**config.mk**
```make
export PLATFORM = sky130hd
export DESIGN_NAME = mbd_top
export DESIGN_NICKNAME = d
export VERILOG_FILES = /design/src/rtl/mbd_pkg.sv /design/src/rtl/mbd_phase_latch.sv /design/src/rtl/mbd_txn_track.sv /design/src/rtl/mbd_top.sv
export SDC_FILE = /design/constraint.sdc
export NUM_CORES = 1
export LEC_CHECK = 0
export BUFFER_PORTS_ARGS = -buffer_cell sky130_fd_sc_hd__buf_2
export CAP_MARGIN = 0
export CELL_PAD_IN_SITES_DETAIL_PLACEMENT = 0
export CELL_PAD_IN_SITES_GLOBAL_PLACEMENT = 1
export CORE_ASPECT_RATIO = 1.75
export CORE_MARGIN = 10
export CORE_UTILIZATION = 39
export DETAILED_ROUTE_END_ITERATION = 10
export PLACE_DENSITY_LB_ADDON = 0.1
export SYNTH_ARGS = -nofsm -noshare
export SYNTH_HDL_FRONTEND = slang
export SYNTH_HIERARCHICAL = 1
export SYNTH_SLANG_ARGS = --single-unit
```
**constraint.sdc**
```tcl
create_clock -name clk -period 1.3 [get_ports clk]
set_clock_uncertainty 0.1 [all_clocks]
set_input_delay 0.195 -clock clk [delete_from_list [all_inputs] [get_ports clk]]
set_output_delay 0.195 -clock clk [all_outputs]
set_load 0.005 [all_outputs]
```
**src/rtl/mbd_pkg.sv**
```systemverilog
package mbd_pkg;
  typedef enum logic [2:0] {
    K_INTA  = 3'd0,
    K_IORD  = 3'd1,
    K_IOWR  = 3'd2,
    K_HALT  = 3'd3,
    K_FETCH = 3'd4,
    K_MEMRD = 3'd5,
    K_MEMWR = 3'd6,
    K_IDLE  = 3'd7
  } cyc_kind_e;

  typedef enum logic [1:0] {
    L_WORD = 2'd0,
    L_EVEN = 2'd1,
    L_ODD  = 2'd2,
    L_RFSH = 2'd3
  } lane_e;

  // A cycle in which the processor, not the device, drives the data bus.
  function automatic logic kind_writes(cyc_kind_e k);
    return (k == K_IOWR) || (k == K_MEMWR);
  endfunction

  // Lane code is the pair {a0, bhe_n}.
  function automatic lane_e lane_of(logic a0, logic bhe_n);
    return lane_e'({a0, bhe_n});
  endfunction
endpackage

```
**src/rtl/mbd_phase_latch.sv**
```systemverilog
module mbd_phase_latch
  import mbd_pkg::*;
#(
  parameter int HI_W = 4,
  parameter int LO_W = 16,
  localparam int AW = HI_W + LO_W
) (
  input  logic            clk,
  input  logic            rst_n,
  input  logic            ale,
  input  logic [HI_W-1:0] ad_hi,
  input  logic [LO_W-1:0] ad_lo,
  input  logic [2:0]      stat,
  input  logic            bhe_n,
  input  logic            a0,
  output logic [AW-1:0]   lat_addr,
  output cyc_kind_e       lat_kind,
  output lane_e           lat_lane,
  output logic            ale_fall
);
  logic ale_q;

  // Transparent while the strobe is high, frozen once it drops.
  always_ff @(posedge clk) begin
    if (!rst_n) begin
      ale_q    <= 1'b0;
      lat_addr <= '0;
      lat_kind <= K_INTA;
      lat_lane <= L_WORD;
    end else begin
      ale_q <= ale;
      if (ale) begin
        lat_addr <= {ad_hi, ad_lo};
        lat_kind <= cyc_kind_e'(stat);
        lat_lane <= lane_of(a0, bhe_n);
      end
    end
  end

  assign ale_fall = ale_q & ~ale;

  // on the first low-strobe clock, the latch holds the last high-strobe pins
  p_addr_capture_r1: assert property (@(posedge clk) disable iff (!rst_n)
    ale_fall |-> lat_addr == $past({ad_hi, ad_lo}));

  // data-phase pin values never reach the latch
  p_addr_hold_r1: assert property (@(posedge clk) disable iff (!rst_n)
    (!ale && ale_q == 1'b0 && $past(!ale)) |-> $stable(lat_addr));
endmodule

```
**src/rtl/mbd_txn_track.sv**
```systemverilog
module mbd_txn_track
  import mbd_pkg::*;
#(
  parameter int AW = 20
) (
  input  logic          clk,
  input  logic          rst_n,
  input  logic          ale,
  input  logic [2:0]    stat,
  input  logic          rd_n,
  input  logic          s6,
  input  logic          ale_fall,
  input  logic [AW-1:0] lat_addr,
  input  cyc_kind_e     lat_kind,
  input  lane_e         lat_lane,
  output logic          txn_valid,
  output logic [AW-1:0] txn_addr,
  output cyc_kind_e     txn_kind,
  output lane_e         txn_lane,
  output logic          txn_dma,
  output logic          txn_err
);
  logic active, origin_q, err_q;
  logic start_evt, end_evt, rd_clash, take_s6;

  assign start_evt = ale && (cyc_kind_e'(stat) != K_IDLE);
  assign end_evt   = active && !ale && (cyc_kind_e'(stat) == K_IDLE);
  assign take_s6   = active && ale_fall;
  assign rd_clash  = active && !ale && !rd_n && kind_writes(lat_kind);

  always_ff @(posedge clk) begin
    if (!rst_n) begin
      active    <= 1'b0;
      origin_q  <= 1'b0;
      err_q     <= 1'b0;
      txn_valid <= 1'b0;
      txn_addr  <= '0;
      txn_kind  <= K_INTA;
      txn_lane  <= L_WORD;
      txn_dma   <= 1'b0;
      txn_err   <= 1'b0;
    end else begin
      txn_valid <= end_evt;
      if (start_evt) begin
        active   <= 1'b1;
        origin_q <= 1'b0;
        err_q    <= 1'b0;
      end else begin
        if (end_evt)  active   <= 1'b0;
        if (take_s6)  origin_q <= s6;
        if (rd_clash) err_q    <= 1'b1;
      end
      if (end_evt) begin
        txn_addr <= lat_addr;
        txn_kind <= lat_kind;
        txn_lane <= lat_lane;
        txn_dma  <= origin_q;
        txn_err  <= err_q | rd_clash;
      end
    end
  end

  // the pulse lasts one clock
  p_pulse_single_r5: assert property (@(posedge clk) disable iff (!rst_n)
    txn_valid |=> !txn_valid);

  // the pulse follows a passive code sampled with the strobe low
  p_pulse_after_idle_r5: assert property (@(posedge clk) disable iff (!rst_n)
    txn_valid |-> ($past(stat) == 3'd7) && !$past(ale));

  // a strobe carrying the passive code opens nothing
  p_no_open_on_idle_r6: assert property (@(posedge clk) disable iff (!rst_n)
    (!active && ale && stat == 3'd7) |=> !active);

  // an error record is always a write kind
  p_err_write_only_r7: assert property (@(posedge clk) disable iff (!rst_n)
    (txn_valid && txn_err) |-> kind_writes(txn_kind));
endmodule

```
**src/rtl/mbd_top.sv**
```systemverilog
module mbd_top
  import mbd_pkg::*;
#(
  parameter int HI_W = 4,
  parameter int LO_W = 16,
  localparam int AW = HI_W + LO_W
) (
  input  logic            clk,
  input  logic            rst_n,
  input  logic            ale,
  input  logic [HI_W-1:0] ad_hi,
  input  logic [LO_W-1:0] ad_lo,
  input  logic [2:0]      stat,
  input  logic            bhe_n,
  input  logic            a0,
  input  logic            rd_n,
  output logic            txn_valid,
  output logic [AW-1:0]   txn_addr,
  output logic [2:0]      txn_kind,
  output logic [1:0]      txn_lane,
  output logic            txn_dma,
  output logic            txn_err
);
  logic [AW-1:0] lat_addr;
  cyc_kind_e     lat_kind, rec_kind;
  lane_e         lat_lane, rec_lane;
  logic          ale_fall;

  mbd_phase_latch #(.HI_W(HI_W), .LO_W(LO_W)) u_latch (
    .clk(clk), .rst_n(rst_n), .ale(ale), .ad_hi(ad_hi), .ad_lo(ad_lo),
    .stat(stat), .bhe_n(bhe_n), .a0(a0),
    .lat_addr(lat_addr), .lat_kind(lat_kind), .lat_lane(lat_lane),
    .ale_fall(ale_fall)
  );

  mbd_txn_track #(.AW(AW)) u_track (
    .clk(clk), .rst_n(rst_n), .ale(ale), .stat(stat), .rd_n(rd_n),
    .s6(ad_hi[HI_W-1]), .ale_fall(ale_fall),
    .lat_addr(lat_addr), .lat_kind(lat_kind), .lat_lane(lat_lane),
    .txn_valid(txn_valid), .txn_addr(txn_addr), .txn_kind(rec_kind),
    .txn_lane(rec_lane), .txn_dma(txn_dma), .txn_err(txn_err)
  );

  assign txn_kind = rec_kind;
  assign txn_lane = rec_lane;
endmodule

```
---- After elaboration in Yosys (flattened, before gate mapping) ----
Index checks and enable logic that the tools add are counted.
storage, ports and cells
  flip-flop bits (word level) ............. 57
  input port bits ......................... 29
  output and inout port bits .............. 28
  word-level logic and storage cells ...... 34
cells by class
  equal/unequal tests ..................... 4
  multiplexer cells ....................... 2
  bitwise logic cells ..................... 4
  reduce and logical (&&, ||, !) cells .... 11
operator list
  operator                                       number
  == test 3 bit, second input constant           2
  logical AND 1 bit                              6
  == test 3 x 2 -> 1 bit, second input constant  1
  != test 3 bit, second input constant           1
  zero test 1 bit                                2
  two-way mux 1 bit                              2
  NOT 1 bit                                      2
  nonzero test 2 bit                             1
  OR reduction 2 bit                             1
  bitwise AND 1 bit                              1
  logical OR 1 bit                               1
  OR 1 bit                                       1

---- Longest topological paths before layout ----
Gate-level depths: netlist of the first run.
  depth after elaboration ................. 5
  depth in mapped cells ................... 6
  mapped depth without buffers ............ 4

---- Modules after synthesis ----
The synthesis of the first run kept the hierarchy.
by module, submodules not included
  module           instances  cells an instance  area an instance (µm²)  sequential area each (µm²)
  mbd_txn_track    1          143                1226.2                  620.6
  mbd_phase_latch  1          83                 998.5                   520.5

---- Worst setup path after synthesis of the first run ----
Ideal clock, no wire load.
  path kind ............................... reg-to-reg
  start point ............................. register u_track.active
  end point ............................... register u_track.err_q
  setup time .............................. 0.116 ns
  data arrival time ....................... 0.933 ns
  required time ........................... 1.084 ns
  slack ................................... 0.151 ns
  stages on the path, launching flop included .. 5
  buffers on the path ..................... 1
  clock period less this slack ............ 1.149 ns
  cell sequence ........................... dfxtp_1 nor2b_2 buf_6 and3_1 a31o_2
between the ends
  cells in the longest elaborated chain, start to end .. 3
ends and longest elaborated chain
  item                             line                 text
  start: declaration               mbd_txn_track.sv:23  logic active, origin_q, err_q;
  start signal: assignment         mbd_txn_track.sv:33  active <= 1'b0;
  start signal: assignment         mbd_txn_track.sv:45  active <= 1'b1;
  start signal: assignment         mbd_txn_track.sv:49  if (end_evt) active <= 1'b0;
  logical AND 1 bit (3 in series)  mbd_txn_track.sv:29  assign rd_clash = active && !ale && !rd_n && kind_writes(lat_kind);
  end signal: assignment           mbd_txn_track.sv:35  err_q <= 1'b0;
  end signal: assignment           mbd_txn_track.sv:47  err_q <= 1'b0;
  end signal: assignment           mbd_txn_track.sv:51  if (rd_clash) err_q <= 1'b1;
  end: declaration                 mbd_txn_track.sv:23
Every way passes these cells.
A chain may end at the register's enable or synchronous reset.

---- Final worst setup path of the first run ----
  start point ............................. register u_track.active
  end point ............................... register u_track.txn_addr[10]
between the ends
  cells in the longest elaborated chain, start to end .. 2
ends and longest elaborated chain
  item                             line                 text
  logical AND 1 bit (2 in series)  mbd_txn_track.sv:27  assign end_evt = active && !ale && (cyc_kind_e'(stat) == K_IDLE);
  end signal: assignment           mbd_txn_track.sv:54  txn_addr <= lat_addr;
  end: declaration                 mbd_txn_track.sv:17  output logic [AW-1:0] txn_addr,
Every way passes these cells.

==> results of run 1 <==
power groups by stage:
stage	sequential (W)	combinational (W)	clock, W
final	0.00183	0.000313	0.00137
after global routing	0.00184	0.000347	0.00151
after CTS	0.00183	0.000317	0.00141
after detailed placement	0.00187	0.000314	0
after global placement	0.00187	0.000313	0
after floorplan	0.00186	0.000199	0
logic make-up (layout without fill, tap and decap cells):
family / after synthesis / count (layout)
muxes: 25 / 25
buffers and inverters: 21 / 88
and+or+nand+nor: 66 / 66
AOI/OAI and AO/OA: 57 / 57
DFF: 57 / 57
stage by stage:
stage / hold WS [ns] / setup TNS, ns / instance area, um2
detailed placement: 0.354 / -0.00767 / 2620
floorplan: 0.206 / 0 / 2220
global placement: 0.352 / -0.00736 / 2620
CTS: 0.0116 / 0 / 2780
finish: 0.0178 / 0 / 2790
global route: 0.0207 / 0 / 2790
path summary, 6_finish.rpt:
check / end / cells past startpoint
max: u_track/txn_addr[10]$_SDFFE_PN0P_ / 4
min: u_latch/lat_addr[3]$_SDFFE_PN0P_ / 3
max reg2reg: u_track/txn_addr[10]$_SDFFE_PN0P_ / 4
min reg2reg: u_track/txn_addr[16]$_SDFFE_PN0P_ / 2
worst reg2reg max path: stages (launching register included):
cell,delay (ns)
dfxtp_1,0.35
nor2b_4,0.23
buf_6,0.17
nand3_1,0.14
a21oi_1,0.14
layout make-up:
class | count | area, um2 | share of cell area [%]
multi-input cells | 148 | 920 | 33.0
inverters | 1 | 3.75 | 0.135
clock inverters | 4 | 20.0 | 0.718
clock buffers | 11 | 141 | 5.07
repair buffers | 72 | 467 | 16.7
well taps | 76 | 95.1 | 3.41
flip-flops and latches | 57 | 1140 | 40.9
timing repair:
item,in CTS,in global routing
hold buffers,0,0
resized for setup,1,1
setup buffers,0,0
setup endpoints to repair,1,2
cloned,0,0
layout by cell type (no fill, tap or decap):
cell type / Yosys / final
dfxtp_1: 57 / 57
o21ai_0: 8 / 8
nor2b_4: 0 / 1
o21ai_1: 19 / 19
nor2b_1: 26 / 26
clkinv_2: 0 / 4
a221oi_1: 1 / 1
a31o_2: 1 / 1
clkbuf_8: 0 / 10
buf_2: 4 / 56
buf_6: 6 / 1
nand2_1: 3 / 3
and3_1: 2 / 2
nor4_1: 1 / 1
nand3_1: 28 / 28
clkbuf_1: 6 / 1
and2_1: 1 / 1
inv_1: 1 / 1
mux2i_1: 25 / 25
nand2b_1: 1 / 1
a21oi_1: 28 / 28
buf_4: 2 / 10
nor3_1: 2 / 2
nor3b_1: 1 / 1
buf_12: 2 / 5
sequential cells by signal (all words and copies together), names as in the netlist, 2 cells and up:
signal,count
u_latch/lat_addr,20
u_latch/lat_kind,3
u_latch/lat_lane,2
u_track/txn_addr,20
u_track/txn_kind,3
u_track/txn_lane,2
layer usage:
metal | wire, um | GRT usage (%)
met5 | 0 | 0
met4 | 189 | 7.34
met3 | 360 | 5.31
met2 | 3060 | 23.0
met1 | 2310 | 13.6
==> metrics.yaml, run 1 <==
synth_cell_types: 23
power.total_w: 0.00351
cts.clk_slew.worst_paths_ns: 0.06
worstSkewPairLatency_ns: 0.33
path_buf_inv: 1
yosysWarnings: 6
htree_levels: 3
port_buffers: 56
hold_viol: 0
arrival_ns: 1.36
grt_max_degree: 28
startpoint_type: "flop"
cts_max_path_buffers: 2
synth_fp_nets: 255
critPathCaptureType: "flop"
antenna_cells: 0
drc_errors: 0
path_cells: "nor2b_4 > buf_6 > nand3_1 > a21oi_1"
fin_crit_sh_pct: 92.4
row_count: 36
slowest_delay_ns: 0.35
ir_drop_mv: 0.659
status: "completed"
root_buffer: "clkbuf_8"
synthMuxAreaShare_pct: 11.2
fillers: 591
fin_crit_ns: 1.20
die_h_um: 120
slowest_stage: "dfxtp_1"
seqPwrFrac_pct: 52.2
fmax_mhz: 833
p_clk_share_pct: 38.9
async_flop_share_pct: 0
drt_iter0_markers: 85
relSlewSlack_pct: 80.4
p_switching_w: 0.000838
path_class: "reg -> reg"
route.vias.total: 1827
die-area_um2: 9240
reg2reg_slack_ns: 0.1
io-pin-count: 57
yosys-top-cells-area: "dfxtp_1 51%, mux2i_1 11%, nor2b_1 7.3%, a21oi_1 6.3%, nand3_1 6.3%"
synth_compound_area_share_pct: 13.2
grt_use_total_pct: 13.4
place_hpwl_um: 4320
antenna_found_initial: 0
r2r-start: "u_track/active$_SDFFE_PN0P_"
critPathMaxFanout: 10
cpLargestDelayFamily: "simple AND/OR/NAND/NOR gates"
wl_um: 5910
netlist_instances: 226
setup_ws_ns: 0.0989
dp_worst_setup_slack_ns: -0.00767
min_path_type: "in -> reg"
crit_path_start: "u_track/active$_SDFFE_PN0P_"
ant_nets: 0
synth_fa_ha_area_share_pct: 0
grt_pass1_wl_um: 9780
yosysTopAreaCellShare_pct: 51.3
swShare_pct: 23.9
syn_area_um2: 2220
final_nets: 318
required_ns: 1.46
synth_seq_cells: 57
rsz0062_at_grt: "no"
p_per_area_nw_per_um2: 1260
grt_overflow_total: 0
cellLeakagePower_nw: 1.20
post_drt_wl_per_cell_um: 16.0
cts_made_buffers: 9
hp-start: "ad_lo[3]"
final_cells: 369
drive_gt1_share_pct: 30.0
setup_viol: 0
synth-xor-area-share_pct: 0
drt-vias-per-instance: 4.95
yosysSeqAreaShare_pct: 51.3
cts.sinks: 57
synth_top_area_cell: "dfxtp_1"
synth_top_family_by_area: "simple AND/OR/NAND/NOR gates"
yosys-top-cells-count: "57 x dfxtp_1, 28 x a21oi_1, 28 x nand3_1"
place_congestion: 0.747
cts_tree: "done"
internal_power_w: 0.00267
max_cap_violations: 0
ys.flop_type: "dfxtp_1"
start_util_pct: 40.2
area_delta_synth_final_pct: 25.3
final_util_pct: 50.3
synth-simple-area-share_pct: 16.7
comb_power_share_pct: 8.9
worst_slew_pin_slew_ns: 0.293
dp.cells: 354
avgSynthCellArea_um2: 9.84
coreArea_um2: 5540
grt_pass1_vias: 1928
fp.dieW_um: 77.1
first_pass_iters: 5
drv_slew: 0
yosysMostFrequentCell: "dfxtp_1"
synth-edff-count: 0
(Power assumes the default switching activity.)
==> run 2, diff against run 1 <==
--- a/config.mk
+++ b/config.mk
@@ -13,7 +13,7 @@
 export CORE_MARGIN = 10
 export CORE_UTILIZATION = 39
 export DETAILED_ROUTE_END_ITERATION = 10
-export PLACE_DENSITY_LB_ADDON = 0.1
+export PLACE_DENSITY = 0.85
 export SYNTH_ARGS = -nofsm -noshare
 export SYNTH_HDL_FRONTEND = slang
 export SYNTH_HIERARCHICAL = 1
==> run 2 against run 1 <==
Highest routed layer unchanged. Largest cell class unchanged. Largest power group unchanged. Die area stayed put. Non-clock buffer count up 1. Via count is 0.77% lower.
==> metrics.yaml, run 2 (synthesized netlist as in run 1, its figures left out) <==
hold_viol: 0  # unchanged
wl_um: 5490  # -7.2%
die_h_um: 120  # unchanged
relSlewSlack_pct: 81.0  # +0.58 points
path_cells: "nor2b_4 > buf_4 > nand3_1 > a21oi_1"
final_util_pct: 50.2  # -0.16 points
p_clk_share_pct: 43.1  # +4.2 points
path_buf_inv: 1  # unchanged
place_hpwl_um: 4040  # -6.6%
worst_slew_pin_slew_ns: 0.285  # -0.00880 ns
final_nets: 319  # +0.31%
grt_overflow_total: 0  # unchanged
rsz0062_at_grt: "no"
slowest_stage: "dfxtp_1"
drc_errors: 0  # unchanged
seqPwrFrac_pct: 49.1  # -3.1 points
cellLeakagePower_nw: 1.20  # about the same
path_class: "reg -> reg"
cts_made_buffers: 9  # unchanged
status: "completed"
route.vias.total: 1813  # -0.77%
die-area_um2: 9240  # unchanged
hold_buffers: 0  # unchanged
fmax_mhz: 835  # +0.26%
grt_pass1_vias: 1926  # -0.10%
drt_iter0_markers: 90  # +5.9%
swShare_pct: 21.9  # -2.0 points
first_pass_iters: 4  # -1
reg_top3: "u_latch/lat_addr (20), u_track/txn_addr (20)"
hold_ws_ns: 0.0269  # +0.00909 ns
port_buffers: 56  # unchanged
place_congestion: 0.765  # +2.4%
p_switching_w: 0.000818  # -2.5%
drv_slew: 0  # unchanged
drive_gt1_share_pct: 30.3  # +0.24 points
setup_viol: 0  # unchanged
coreArea_um2: 5540  # unchanged
start_util_pct: 40.2  # unchanged
comb_power_share_pct: 7.8  # -1.1 points
max_cap_violations: 0  # unchanged
fin_tns_setup_ns: 0  # unchanged
min_path_type: "in -> reg"
fin_area_um2: 2780  # -0.31%
critPathCaptureType: "flop"
final_common_cell: "dfxtp_1"
area_delta_synth_final_pct: 24.9
fin_crit_ns: 1.20  # -0.00313 ns
arrival_ns: 1.35  # about the same
critPathMaxFanout: 9  # -1
ir_drop_mv: 0.795  # +21%
slowest_delay_ns: 0.39  # +0.04 ns
fp.dieW_um: 77.1  # unchanged
final_cell_mix: "57 x dfxtp_1, 56 x buf_2, 28 x nand3_1, 28 x a21oi_1, 26 x nor2b_1"
ant_nets: 0  # unchanged
p_per_area_nw_per_um2: 1340  # +6.6%
grt_max_degree: 31  # +11%
post_drt_wl_per_cell_um: 14.8  # -7.4%
grt_pass1_wl_um: 9270  # -5.2%
post_cts_resized: 0  # -1
antenna_found_initial: 0  # unchanged
place_area_um2: 2570  # -1.6%
htree_levels: 3  # unchanged
startpoint_type: "flop"
cts.sinks: 57  # unchanged
cts.clk_slew.worst_paths_ns: 0.06  # about the same
cts_setup_buffers: 0  # unchanged
cts_max_path_buffers: 2  # unchanged
row_count: 36  # unchanged
fillers: 550  # -6.9%
root_buffer: "clkbuf_8"
fin_crit_sh_pct: 92.2  # -0.24 points
worstSkewPairLatency_ns: 0.32  # about the same
grt_use_total_pct: 12.2  # -1.2 points
antenna_cells: 0  # unchanged
cts_tree: "done"
required_ns: 1.45  # about the same
internal_power_w: 0.00291  # +9.0%
io-pin-count: 57  # unchanged
drt-vias-per-instance: 4.90  # -1.0%
cpLargestDelayFamily: "flip-flops"
==> run 2: changes by cell type in the layout (fill, tap and decap cells not counted), sizes merged <==
cell and delta:
clkinv -2, buf +1, bufinv +1, clkbuf +1
==> run 2: worst min-delay path, stage by stage <==
cell and delay (ns):
buf_2 0.07, mux2i_1 0.05, nor2b_1 0.09
==> run 2: final timing paths <==
kind	from	slack, ns	to	depth (start not counted)
worst min register to register	u_latch/lat_lane[0]$_SDFFE_PN0P_	0.36	u_track/txn_lane[0]$_SDFFE_PN0P_	2
worst max register to register	u_track/active$_SDFFE_PN0P_	0.10	u_track/txn_addr[12]$_SDFFE_PN0P_	4
worst min-delay path	ad_lo[15]	0.03	u_latch/lat_addr[15]$_SDFFE_PN0P_	3
worst max-delay path	u_track/active$_SDFFE_PN0P_	0.10	u_track/txn_addr[12]$_SDFFE_PN0P_	4
==> run 2: final cells by class <==
class                           count  area, um2  area share (%)
Sequential cell                    57       1140            41.1
Multi-Input combinational cell    148        920            33.1
Timing Repair Buffer               73        424            15.3
Clock buffer                       12        155            5.58
Tap cell                           76       95.1            3.42
Clock inverter                      3       40.0            1.44
Inverter                            1       3.75           0.135
==> run 2: metal layers <==
layer / routed length (um) / vias up / GRT usage (%)
met3: 290 / 11 / 4.11
met4: 150 / 0 / 6.77
met1: 2310 / 832 / 13.6
li1: - / 923 / -
met5: 0 / - / 0
met2: 2740 / 47 / 19.9
==> run 2: power by group through the flow <==
stage	registers, W	logic, W	clock network [W]
6_report	0.00183	0.000292	0.00161
5_1_grt	0.00184	0.000326	0.00172
4_1_cts	0.00183	0.000292	0.00165
3_5_place_dp	0.00187	0.000291	0
3_3_place_gp	0.00187	0.000285	0
2_1_floorplan	0.00186	0.000199	0
==> run 2: through the flow <==
stage,power (W),instances,setup WS [ns]
6_report,0.00373,370,0.102
5_1_grt,0.00389,370,0.0142
4_1_cts,0.00377,370,0.0371
3_5_place_dp,0.00216,355,0.00820
3_3_place_gp,0.00215,355,0.0537
2_1_floorplan,0.00206,226,0.151
